**src/rtl/spi_id_pkg.sv**
```systemverilog
// Shared constants and types for the identification responder.
// Assumes only that it is compiled before the modules that import it.
package spi_id_pkg;
    localparam logic [7:0] MFR_CODE     = 8'hBF;
    localparam logic [7:0] READ_ID_OP   = 8'h90;
    localparam logic [7:0] DEV_CODE_2M  = 8'h43;
    localparam logic [7:0] DEV_CODE_4M  = 8'h44;

    typedef enum logic [1:0] {
        PH_CMD  = 2'd0,
        PH_ADDR = 2'd1,
        PH_SEND = 2'd2,
        PH_SKIP = 2'd3
    } phase_t;
endpackage

```
**src/rtl/spi_id_sync.sv**
```systemverilog
// Multi-stage synchronizer for a vector of asynchronous bus pins.
// It gives the synchronized value and the value one clock older, so
// that edges can be detected. Assumes all bits may be sampled together.
module spi_id_sync #(
    parameter int             W       = 3,
    parameter int             STAGES  = 2,
    parameter logic [W-1:0]   RST_VAL = '0
) (
    input  logic          clk,
    input  logic          rst_n,
    input  logic [W-1:0]  d,
    output logic [W-1:0]  q,
    output logic [W-1:0]  q_prev
);
    logic [STAGES:0][W-1:0] stg;

    // shift the pins through the synchronizer chain plus one history stage
    always_ff @(posedge clk) begin
        if (!rst_n) stg <= {(STAGES+1){RST_VAL}};
        else        stg <= {stg[STAGES-1:0], d};
    end

    assign q      = stg[STAGES-1];
    assign q_prev = stg[STAGES];
endmodule

```
**src/rtl/spi_id_rx.sv**
```systemverilog
// Receive side: shifts the opcode and the address in on rising sck,
// decides whether to answer, and records the clock idle level at
// chip-enable fall. Assumes edge pulses last exactly one clock.
module spi_id_rx
    import spi_id_pkg::*;
#(
    parameter int CMD_W  = 8,
    parameter int ADDR_W = 24
) (
    input  logic   clk,
    input  logic   rst_n,
    input  logic   cs_s,      // synchronized chip enable (active low)
    input  logic   cs_p,      // chip enable one clock older
    input  logic   sck_s,     // synchronized clock level
    input  logic   mosi_s,    // synchronized data in
    input  logic   rise,      // rising sck pulse
    output logic   send,      // answer phase active
    output logic   first_sel  // 1: device code first, 0: maker code first
);
    localparam int MAXW = (ADDR_W > CMD_W) ? ADDR_W : CMD_W;
    localparam int CW   = $clog2(MAXW);

    phase_t            phase;
    logic [CW-1:0]     cnt;
    logic [CMD_W-2:0]  shreg;
    logic [CMD_W-1:0]  cmd_now;
    logic              mode_hi;

    assign cmd_now = {shreg, mosi_s};
    assign send    = (phase == PH_SEND);

    // latch clock idle level at the falling edge of chip enable
    always_ff @(posedge clk) begin
        if (!rst_n)              mode_hi <= 1'b0;
        else if (!cs_s && cs_p)  mode_hi <= sck_s;
    end

    // opcode and address decoding on rising edges, cleared by chip enable high
    always_ff @(posedge clk) begin
        if (!rst_n || cs_s) begin
            phase     <= PH_CMD;
            cnt       <= '0;
            shreg     <= '0;
            first_sel <= 1'b0;
        end else if (rise) begin
            case (phase)
                PH_CMD: begin
                    shreg <= cmd_now[CMD_W-2:0];
                    if (cnt == CW'(CMD_W-1)) begin
                        cnt   <= '0;
                        phase <= (cmd_now == READ_ID_OP) ? PH_ADDR : PH_SKIP;
                    end else begin
                        cnt <= cnt + 1'b1;
                    end
                end
                PH_ADDR: begin
                    if (cnt == CW'(ADDR_W-1)) begin
                        first_sel <= mosi_s;   // last address bit is bit 0
                        phase     <= PH_SEND;
                    end else begin
                        cnt <= cnt + 1'b1;
                    end
                end
                default: ;
            endcase
        end
    end

    // a rejected opcode keeps the block silent until chip enable rises
    p_skip_holds_r10: assert property (@(posedge clk) disable iff (!rst_n)
        (phase == PH_SKIP && !cs_s) |=> (phase == PH_SKIP));

    // the recorded idle level does not move inside a transaction
    p_mode_held_r3: assert property (@(posedge clk) disable iff (!rst_n)
        (!cs_s && !cs_p) |=> $stable(mode_hi));

    // the bit counter never runs past the address length
    p_cnt_bound_r7: assert property (@(posedge clk) disable iff (!rst_n)
        cnt < CW'(MAXW));
endmodule

```
**src/rtl/spi_id_tx.sv**
```systemverilog
// Transmit side: on each falling sck during the answer phase, drives the
// next bit of the current code, MSB first, and swaps codes per byte.
// Assumes send falls as soon as chip enable rises.
module spi_id_tx #(
    parameter logic [7:0] MFR_ID = 8'hBF,
    parameter logic [7:0] DEV_ID = 8'h43
) (
    input  logic  clk,
    input  logic  rst_n,
    input  logic  send,
    input  logic  first_sel,
    input  logic  fall,
    output logic  miso,
    output logic  miso_oe
);
    logic        tog;
    logic [2:0]  bitc;
    logic [7:0]  cur_byte;

    assign cur_byte = (first_sel ^ tog) ? DEV_ID : MFR_ID;

    // shift out code bits on falling edges, idle when not sending
    always_ff @(posedge clk) begin
        if (!rst_n || !send) begin
            miso    <= 1'b0;
            miso_oe <= 1'b0;
            bitc    <= 3'd7;
            tog     <= 1'b0;
        end else if (fall) begin
            miso    <= cur_byte[bitc];
            miso_oe <= 1'b1;
            bitc    <= bitc - 1'b1;
            if (bitc == 3'd0) tog <= ~tog;
        end
    end

    // while enabled, the output moves only right after a falling edge
    p_change_on_fall_r8: assert property (@(posedge clk) disable iff (!rst_n)
        (miso_oe && $past(miso_oe) && !$stable(miso)) |-> $past(fall));

    // enable is only raised inside the answer phase
    p_oe_in_send_r7: assert property (@(posedge clk) disable iff (!rst_n)
        miso_oe |-> $past(send));
endmodule

```
**src/rtl/spi_id_responder.sv**
```systemverilog
// Top level: synchronizes the bus pins to clk, detects sck edges, and
// joins the receive and transmit sides. Assumes sck is far slower than
// clk (at least eight clk periods per sck half-period).
module spi_id_responder
    import spi_id_pkg::*;
#(
    parameter logic [7:0] DEV_ID      = DEV_CODE_2M,
    parameter int         SYNC_STAGES = 2
) (
    input  logic clk,
    input  logic rst_n,
    input  logic cs_n,
    input  logic sck,
    input  logic mosi,
    output logic miso,
    output logic miso_oe
);
    logic [2:0] pins_s, pins_p;
    logic       cs_s, cs_p, sck_s, sck_p, mosi_s;
    logic       rise, fall, send, first_sel;

    spi_id_sync #(.W(3), .STAGES(SYNC_STAGES), .RST_VAL(3'b100)) u_sync (
        .clk(clk), .rst_n(rst_n), .d({cs_n, sck, mosi}),
        .q(pins_s), .q_prev(pins_p)
    );

    assign {cs_s, sck_s, mosi_s} = pins_s;
    assign cs_p  = pins_p[2];
    assign sck_p = pins_p[1];
    assign rise  = !cs_s && sck_s && !sck_p;
    assign fall  = !cs_s && !sck_s && sck_p;

    spi_id_rx #(.CMD_W(8), .ADDR_W(24)) u_rx (
        .clk(clk), .rst_n(rst_n), .cs_s(cs_s), .cs_p(cs_p), .sck_s(sck_s),
        .mosi_s(mosi_s), .rise(rise), .send(send), .first_sel(first_sel)
    );

    spi_id_tx #(.MFR_ID(MFR_CODE), .DEV_ID(DEV_ID)) u_tx (
        .clk(clk), .rst_n(rst_n), .send(send), .first_sel(first_sel),
        .fall(fall), .miso(miso), .miso_oe(miso_oe)
    );

    // two clocks of deselect guarantee a released output
    p_release_on_cs_r9: assert property (@(posedge clk) disable iff (!rst_n)
        $past(cs_s, 2) |-> !miso_oe);
endmodule

```
**config.mk**
```make
export PLATFORM = sky130hd
export DESIGN_NAME = spi_id_responder
export DESIGN_NICKNAME = d
export VERILOG_FILES = /design/src/rtl/spi_id_pkg.sv /design/src/rtl/spi_id_sync.sv /design/src/rtl/spi_id_rx.sv /design/src/rtl/spi_id_tx.sv /design/src/rtl/spi_id_responder.sv
export SDC_FILE = /design/constraint.sdc
export NUM_CORES = 1
export LEC_CHECK = 0
export ABC_AREA = 0
export BUFFER_PORTS_ARGS = -buffer_cell sky130_fd_sc_hd__buf_4
export CORE_AREA = 2 2 69 71
export CTS_CLUSTER_DIAMETER = 60
export DETAILED_ROUTE_END_ITERATION = 10
export DIE_AREA = 0 0 71 73
export GPL_TIMING_DRIVEN = 1
export SYNTH_ARGS = -nofsm -noshare
export SYNTH_HDL_FRONTEND = slang
export SYNTH_SLANG_ARGS = --single-unit
```
**constraint.sdc**
```tcl
create_clock -name clk -period 2.66 [get_ports clk]
set_clock_uncertainty 0.2 [all_clocks]
set_input_delay 0.133 -clock clk [delete_from_list [all_inputs] [get_ports clk]]
set_output_delay 0.133 -clock clk [all_outputs]
set_load 0.005 [all_outputs]
```
## Word level (Yosys, flattened, before mapping)

Cells that the tools add are included.

- Register bits: 29
- Bits of input ports: 5

- Add/sub/neg operators: 2
- Order comparisons: 1
- Equality and inequality tests: 8
- Multiplexer cells: 10
- Bitwise operators: 2
- Reductions and logical operators: 19

Operators by type and width:

| cell | count |
|---|---|
| 2-to-1 mux 5 bit | 2 |
| one-hot mux 5 bit (2 select lines) | 1 |
| == test 8 bit, second input constant | 1 |
| 2-to-1 mux 8 bit | 1 |
| 2-to-1 mux 2 bit | 3 |
| AND reduction 3 bit | 2 |
| adder 5 x 1 -> 5 bit, second input constant | 1 |
| == test 5 x 3 -> 1 bit, second input constant | 1 |
| == test 5 bit, second input constant | 1 |
| zero test 1 bit | 5 |
| logical AND 1 bit | 4 |
| less-than comparator 3 x 4 -> 1 bit, second input constant | 1 |
| != test 2 x 1 -> 1 bit, second input constant | 2 |
| one-hot mux 2 bit (2 select lines) | 1 |
| AND reduction 2 bit | 2 |
| AND reduction 4 bit | 1 |
| binary-select mux 1 bit (select 3 bit) | 1 |
| zero test 3 bit | 1 |
| subtractor 3 x 1 -> 3 bit, second input constant | 1 |
| == test 2 x 1 -> 1 bit, second input constant | 1 |
| == test 2 bit, second input constant | 1 |
| zero test 2 bit | 1 |
| logical OR 1 bit | 2 |
| != test 2 bit, second input constant | 1 |
| 4 further kinds | 4 |

## Logic depth before layout (Yosys ltp)

Gate-level depths: netlist (run 1).

- Depth in word-level cells: 4
- Gate-level depth with buffers: 5
- Depth with buffers taken out: 5

## Hierarchy

Synthesis (run 1) repeated with hierarchy kept, for this count alone.

- Cells, all modules: 146
- Area, all modules: 1330.0 um2

By module, submodules not included:

| module | times used | cells an instance | area an instance (um2) | seq. area each (um2) |
|---|---|---|---|---|
| spi_id_rx | 1 | 86 | 728.2 | 300.3 |
| spi_id_tx | 1 | 34 | 305.3 | 120.1 |
| spi_id_sync | 1 | 24 | 281.5 | 180.2 |
| spi_id_responder | 1 | 2 | 15.0 | 0.0 |

## Worst setup path before layout (run 1)

OpenSTA, ideal clock, no wires.

- Path type: register to register
- From: register u_rx.phase[1]
- To: register u_rx.cnt[3]
- Library setup time: 69 ps
- Arrival time: 1445 ps
- Data required time: 2391 ps
- Setup slack: 946 ps
- Stages on the path, launching flop included: 4
- Buffers on the path: 0
- Period minus slack after synthesis: 1714 ps
- Cell sequence: dfxtp_1 > or4b_4 > or4_1 > o21ai_1

- Word-level cells in the longest chain between the ends: 3
- Elaborated cells between the ends (all ways): 6
- Those cells by class: 2 x eq/ne; 1 x mux; 3 x reduce/logical

Ends and longest elaborated chain:

| element | RTL line | text |
|---|---|---|
| start, declared | spi_id_rx.sv:23 | `phase_t phase;` |
| start signal, assigned | spi_id_rx.sv:51 | `phase <= (cmd_now == READ_ID_OP) ? PH_ADDR : PH_SKIP;` |
| == test 2 x 1 -> 1 bit or zero test 2 bit (tied branches) | spi_id_rx.sv:46 | `case (phase)` |
| != test 2 bit (no source line) or nonzero test 2 bit (tied branches) | -- |  |
| AND reduction 3 bit (no source line) | -- |  |
| end signal, assigned | spi_id_rx.sv:53 | `cnt <= cnt + 1'b1;` |
| end signal, assigned | spi_id_rx.sv:61 | `cnt <= cnt + 1'b1;` |
| end, declared | spi_id_rx.sv:24 | `logic [CW-1:0] cnt;` |

Several ways; a longest one is shown, not always the timed one.
A chain may end at the register's enable or synchronous reset.

## Final worst setup path (run 1)

Same ends and word-level chain as after synthesis.

==> results of run 1 <==
## report_power, final
group	internal (mW)	leakage, nW	switching (mW)
registers	0.423	0.227	0.00279
clock network	0.133	0.0288	0.127
logic	0.0148	0.269	0.00815
## worst min-delay path by stage
stage / depth (start not counted) / slack (ps) / to
after detailed placement: 2 / 120 / u_sync.stg[2]
after global placement: 2 / 120 / u_sync.stg[2]
after global routing: 1 / 240 / u_sync.q[2]
final: 1 / 220 / u_sync.q[2]
after floorplan: 1 / 6 / u_sync.q[2]
after CTS: 1 / 220 / u_sync.q[2]
## flip-flops by register name, indices dropped and copies added (netlist names)
name            count
u_tx.tog            1
u_sync.q            3
u_sync.stg          3
u_sync.q_prev       1
u_tx.miso_oe        1
u_rx.first_sel      1
u_rx.shreg          7
u_rx.phase          2
u_rx.cnt            5
u_tx.bitc           3
u_tx.miso           1
## per-stage QoR
step,cells,utilization,setup slack (ps),cell area (sq um)
after floorplan,139,-,946,1300
after global placement,193,0.295,820,1340
after detailed placement,193,0.295,808,1340
after CTS,204,0.323,769,1470
after global routing,204,0.323,680,1470
final,204,0.323,770,1470
## logic make-up (layout without fill, tap and decap cells)
family          Yosys count  in the layout  synth area share
fa+ha+maj                 3              3            0.0289
buf+inv                  11             22            0.0779
compound gates           36             36             0.167
flops                    28             28             0.431
xor+xnor                  1              1           0.00674
mux                       4              4            0.0308
simple gates             56             56             0.258
## area by class of cell
class                      count  area (sq um)  share of cell area
timing repair buffer          14           123              0.0837
multi-input combinational    100           644               0.440
tap                           54          67.6              0.0461
inverter                       4          15.0              0.0102
clock buffer                   4          55.1              0.0376
sequential                    28           561               0.383
## layout by cell type, fill, tap and decap left out, drive strengths merged
| master | Yosys | routed |
|---|---|---|
| nand2 | 10 | 10 |
| o2111a | 1 | 1 |
| a2111o | 1 | 1 |
| xnor2 | 1 | 1 |
| o21ai | 13 | 13 |
| nor3 | 2 | 2 |
| or4 | 1 | 1 |
| or3 | 2 | 2 |
| a2bb2oi | 1 | 1 |
| a211o | 1 | 1 |
| nor3b | 2 | 2 |
| o311ai | 1 | 1 |
| a21oi | 13 | 13 |
| a211oi | 2 | 2 |
| or2b | 1 | 1 |
| o211ai | 3 | 3 |
| nor4b | 3 | 3 |
| or3b | 1 | 1 |
| clkbuf | 4 | 4 |
| buf | 1 | 7 |
| inv | 4 | 4 |
| or4b | 1 | 1 |
| and3b | 2 | 2 |
| ha | 3 | 3 |
| nor2 | 3 | 3 |
| nand3b | 2 | 2 |
| nor2b | 2 | 2 |
| and2 | 5 | 5 |
| dfxtp | 28 | 28 |
| and3 | 1 | 1 |
| dlygate4sd3 | 0 | 7 |
| mux2i | 4 | 4 |
| nand3 | 11 | 11 |
| nand2b | 6 | 6 |
| nand4 | 1 | 1 |
## critical path: cells and delay by family, from the launching register on
kind            cells  cell delay, ps
compound gates      1             120
flops               1             370
simple gates        2            1130
## metal layers
layer | global-route usage | routed length (microns) | part of all wire | vias to the layer above
li1 | - | - | - | 525
met1 | 0.127 | 1170 | 0.50 | 459
met2 | 0.169 | 1100 | 0.47 | 12
met3 | 0.0166 | 48 | 0.020 | 4
met4 | 0.0377 | 30 | 0.013 | 0
met5 | 0 | 0 | 0 | -
==> results.toml, run 1 <==
[yosys]
ys.flop_type = "dfxtp_1"
yosysTopAreaCellShare = 0.431
ys_types = 39
ys_warn_count = 0
synth-edff-count = 0
async_flop_share = 0
syn_inst = 139
synth_area_leaders = "dfxtp_1 43%, a21oi_1 5.0%, bufbuf_16 5.0%"
synth_fp_nets = 147
synth-seq-area-share = 0.431
synth_common_cells = "28 x dfxtp_1, 13 x a21oi_1, 12 x o21ai_0"
synthesis.area_sq_um = 1300
ys_ff_latch = 28
avgSynthCellArea_sq_um = 9.35
synth_area_leader_cell = "dfxtp_1"
yosysMostFrequentCell = "dfxtp_1"

[setup_path]
cp_max_fo = 14
regToRegSetupSlack_ps = 770
critPathMaxStageDelay_ps = 640
worstPathRequired_ps = 2670
regToRegEndpoint = "u_rx.cnt[3]"
path_cells = "or4b_4, or4_1, o21ai_1"
cp_slowest_cell = "or4b_4"
cp-startpoint = "u_rx.phase[1]"
crit_arrival_ps = 1900
ff2ff_path_depth = 3
worstReg2RegStart = "u_rx.phase[1]"
critPathLaunchType = "flop"
cp-endpoint = "u_rx.cnt[3]"
crit_type = "reg -> reg"
end_kind = "flop"

[clock_tree]
ctsHoldBuffers = 7
cts.clk_slew.worst_paths_ps = 90
clkLatencyLatePin_ps = 270
cts_made_buffers = 3
cts_resized = 0
cts_tree = "yes"
cts_max_path_buffers = 2
htree_levels = 1
ctsRootBufferMaster = "clkbuf_8"
clock-sinks = 28
cts_setup_buffers = 0

[floorplanning]
die_area_sq_um = 5180
start_util = 0.287
io_pins = 7
rows = 25
core_sq_um = 4540
die_x_microns = 71
die_y_microns = 73

[grt]
grt_first_pass_wirelength_microns = 4230
overflow = 0
grt_util_all_layers = 0.0995
grt_antenna_before_repair = 0
grt_pass1_vias = 960
grt_max_degree = 18

[drt]
drt_iter0_markers = 35
vias_per_cell = 4.90
drt-total-wl_microns = 2360
vias = 1000
ant_nets = 0
wl_per_cell_microns = 11.5
dr.pass1.iters = 4
route.detailed.drc = 0

[placement]
port_buffers = 6
routabilityCongestion = 0.729
dp.final_hpwl_microns = 1540

[power]
p_per_area_nw_per_um2 = 484
p_leak_nw = 0.525
peakVddDrop_mv = 0.286
total_power_mw = 0.709

[outcome]
status = "finished, final reports clean"

[timing]
rsz0062_at_grt = "false"
slew_headroom = 0.607
timing.final.crit_period_ps = 1890
hold_slack_ps = 216
worst_slew_pin_slew_ps = 588
max_freq_mhz = 529
slew_violations = 0
setup_tns_ps = 0
finalCritPeriodShare = 0.711
setup_violations = 0
hold_viol = 0

[hold_path]
hold_path_class = "reg -> reg"
min-delay-start = "u_sync.stg[2]"

[finish]
syn_to_final_growth_pct = 12.7
drive_gt1_frac = 0.107
diodes = 0
final_nets = 159
fill_cells = 460

[run]
cap_violations = 0
Note: power is estimated with default switching activity, not from simulation.
==> inputs of run 2 (changes only) <==
- clock period: 2.66 -> 1.7 ns (I/O delays scaled with it)
==> run 2 against run 1 <==
The flow now finishes with violations (setup timing). Sequential share of layout area down 3.3 points. Register-to-register slack worse by 810 ps. Critical endpoint unchanged. Largest power group unchanged. Global-route usage up 0.76 points. Utilization up 3.1 points. First-iteration DRC count up 91%. Highest routed layer unchanged. Die area unchanged. Hold slack better by 1.8 ps. Largest cell class unchanged. Maximum frequency up 8.5%. Worst setup slack worse by 810 ps. Sequential cell count unchanged.
==> results.toml, run 2 (same netlist as run 1, synthesis figures left out) <==
[floorplanning]
core_sq_um = 4540
die_y_microns = 73
die_x_microns = 71
rows = 25
start_util = 0.287
die_area_sq_um = 5180
io_pins = 7

[grt]
grt_antenna_before_repair = 0
grt_pass1_vias = 1000
grt_max_degree = 17
grt_first_pass_wirelength_microns = 4410
overflow = 0
grt_util_all_layers = 0.107

[setup_path]
crit_type = "reg -> reg"
worstPathRequired_ps = 1710
cp_slowest_cell = "or4b_4"
crit_arrival_ps = 1760
critPathLaunchType = "flop"
critPathMaxStageDelay_ps = 570
end_kind = "flop"
cp_max_fo = 6
path_cells = "or4b_4, or4_1, o21ai_1"

[placement]
dp_cells = 208
place_area_sq_um = 1450
routabilityCongestion = 0.760
dp.final_hpwl_microns = 1790
port_buffers = 6

[finish]
stdcell_count = 219
top_register = "u_rx.shreg"
finalCoreUtilization = 0.354
final_common_cell = "dfxtp_1"
stdcell_area_sq_um = 1610
drive_gt1_frac = 0.206
reg_top3 = "u_rx.shreg (7), u_rx.cnt (5)"
final_cell_mix = "27 x dfxtp_1, 22 x buf_4, 12 x a21oi_1, 11 x nand3_1"
syn_to_final_growth_pct = 23.7
diodes = 0
largest_reg_flops = 7
final_nets = 174
fill_cells = 440

[timing]
setup_ws_ps = -42.5
slew_violations = 0
slew_headroom = 0.718
worst_slew_pin_slew_ps = 422
timing.final.crit_period_ps = 1740
setup_violations = 1
rsz0062_at_grt = "true"
finalCritPeriodShare = 1.02
max_freq_mhz = 574
hold_viol = 0

[power]
peakVddDrop_mv = 0.554
p_per_area_nw_per_um2 = 769
p_leak_nw = 0.607
total_power_mw = 1.24

[hold_path]
hold_path_class = "reg -> reg"

[drt]
vias = 1055
wl_per_cell_microns = 11.7
dr.pass1.iters = 4
drt-total-wl_microns = 2560
drt_iter0_markers = 67
route.detailed.drc = 0
vias_per_cell = 4.82
ant_nets = 0

[outcome]
violations = "setup timing"
status = "complete, but fails checks"

[clock_tree]
cts_tree = "yes"
ctsRootBufferMaster = "clkbuf_8"
cts_max_path_buffers = 2
clkLatencyLatePin_ps = 270
cts_made_buffers = 3
cts.clk_slew.worst_paths_ps = 90
clock-sinks = 28
htree_levels = 1

[run]
cap_violations = 0
[run 2: cell count changes in the layout (fill, tap and decap cells not counted), sizes merged]
| cell | change |
|---|---|
| clkbuf | -1 |
| bufinv | +1 |
| buf | +15 |
[run 2: power by group]
part | internal, mW | switching [mW]
Sequential | 0.663 | 0.00268
Combinational | 0.0284 | 0.0164
Clock | 0.315 | 0.212
[run 2: stage by stage]
step / setup slack (ps) / hold WS, ps / TNS (ps)
detailed placement: -34.7 / 73.8 / -44.3
global placement: -12.0 / 67.5 / -12.0
finish: -42.5 / 217 / -42.5
CTS: -37.4 / 224 / -60.9
floorplan: 8.29 / -42.0 / 0
global route: -131 / 257 / -193
[run 2: final timing paths]
path / from / endpoint / slack (ps) / cells past startpoint
setup / recovery: u_rx.phase[1] / u_rx.cnt[3] / -40 / 3
setup reg to reg: u_rx.phase[1] / u_rx.cnt[3] / -40 / 3
hold / removal: u_sync.stg[2] / u_sync.q[2] / 220 / 1
hold reg to reg: u_sync.stg[2] / u_sync.q[2] / 220 / 1
[run 2: worst max-delay path, delay by kind of cell, from the launching register on]
kind            cells  cell delay, ps
flops               1             330
simple gates        2            1050
compound gates      1             110
[run 2: area by class of cell]
type	instances	area, sq um	area share
inverter	4	15.0	0.00934
timing repair buffer	29	235	0.146
sequential	28	562	0.349
multi-input combinational	100	657	0.409
clock buffer	3	41.3	0.0257
tap	54	67.6	0.0420
clock inverter	1	30.0	0.0187
[run 2: routing by layer]
layer  track usage  wire (microns)
met5             0               0
met4        0.0335              27
met3        0.0207              57
met2         0.192            1220
met1         0.129            1250
[run 2: timing repair]
action / CTS / global route
endpoints found under the setup margin: 2 / 7
resized for setup: 0 / 6
pin swaps: 1 / 0
setup buffers: 0 / 0
hold buffers: 7 / 0
hold endpoints to repair: 7 / 0
cloned: 0 / 0
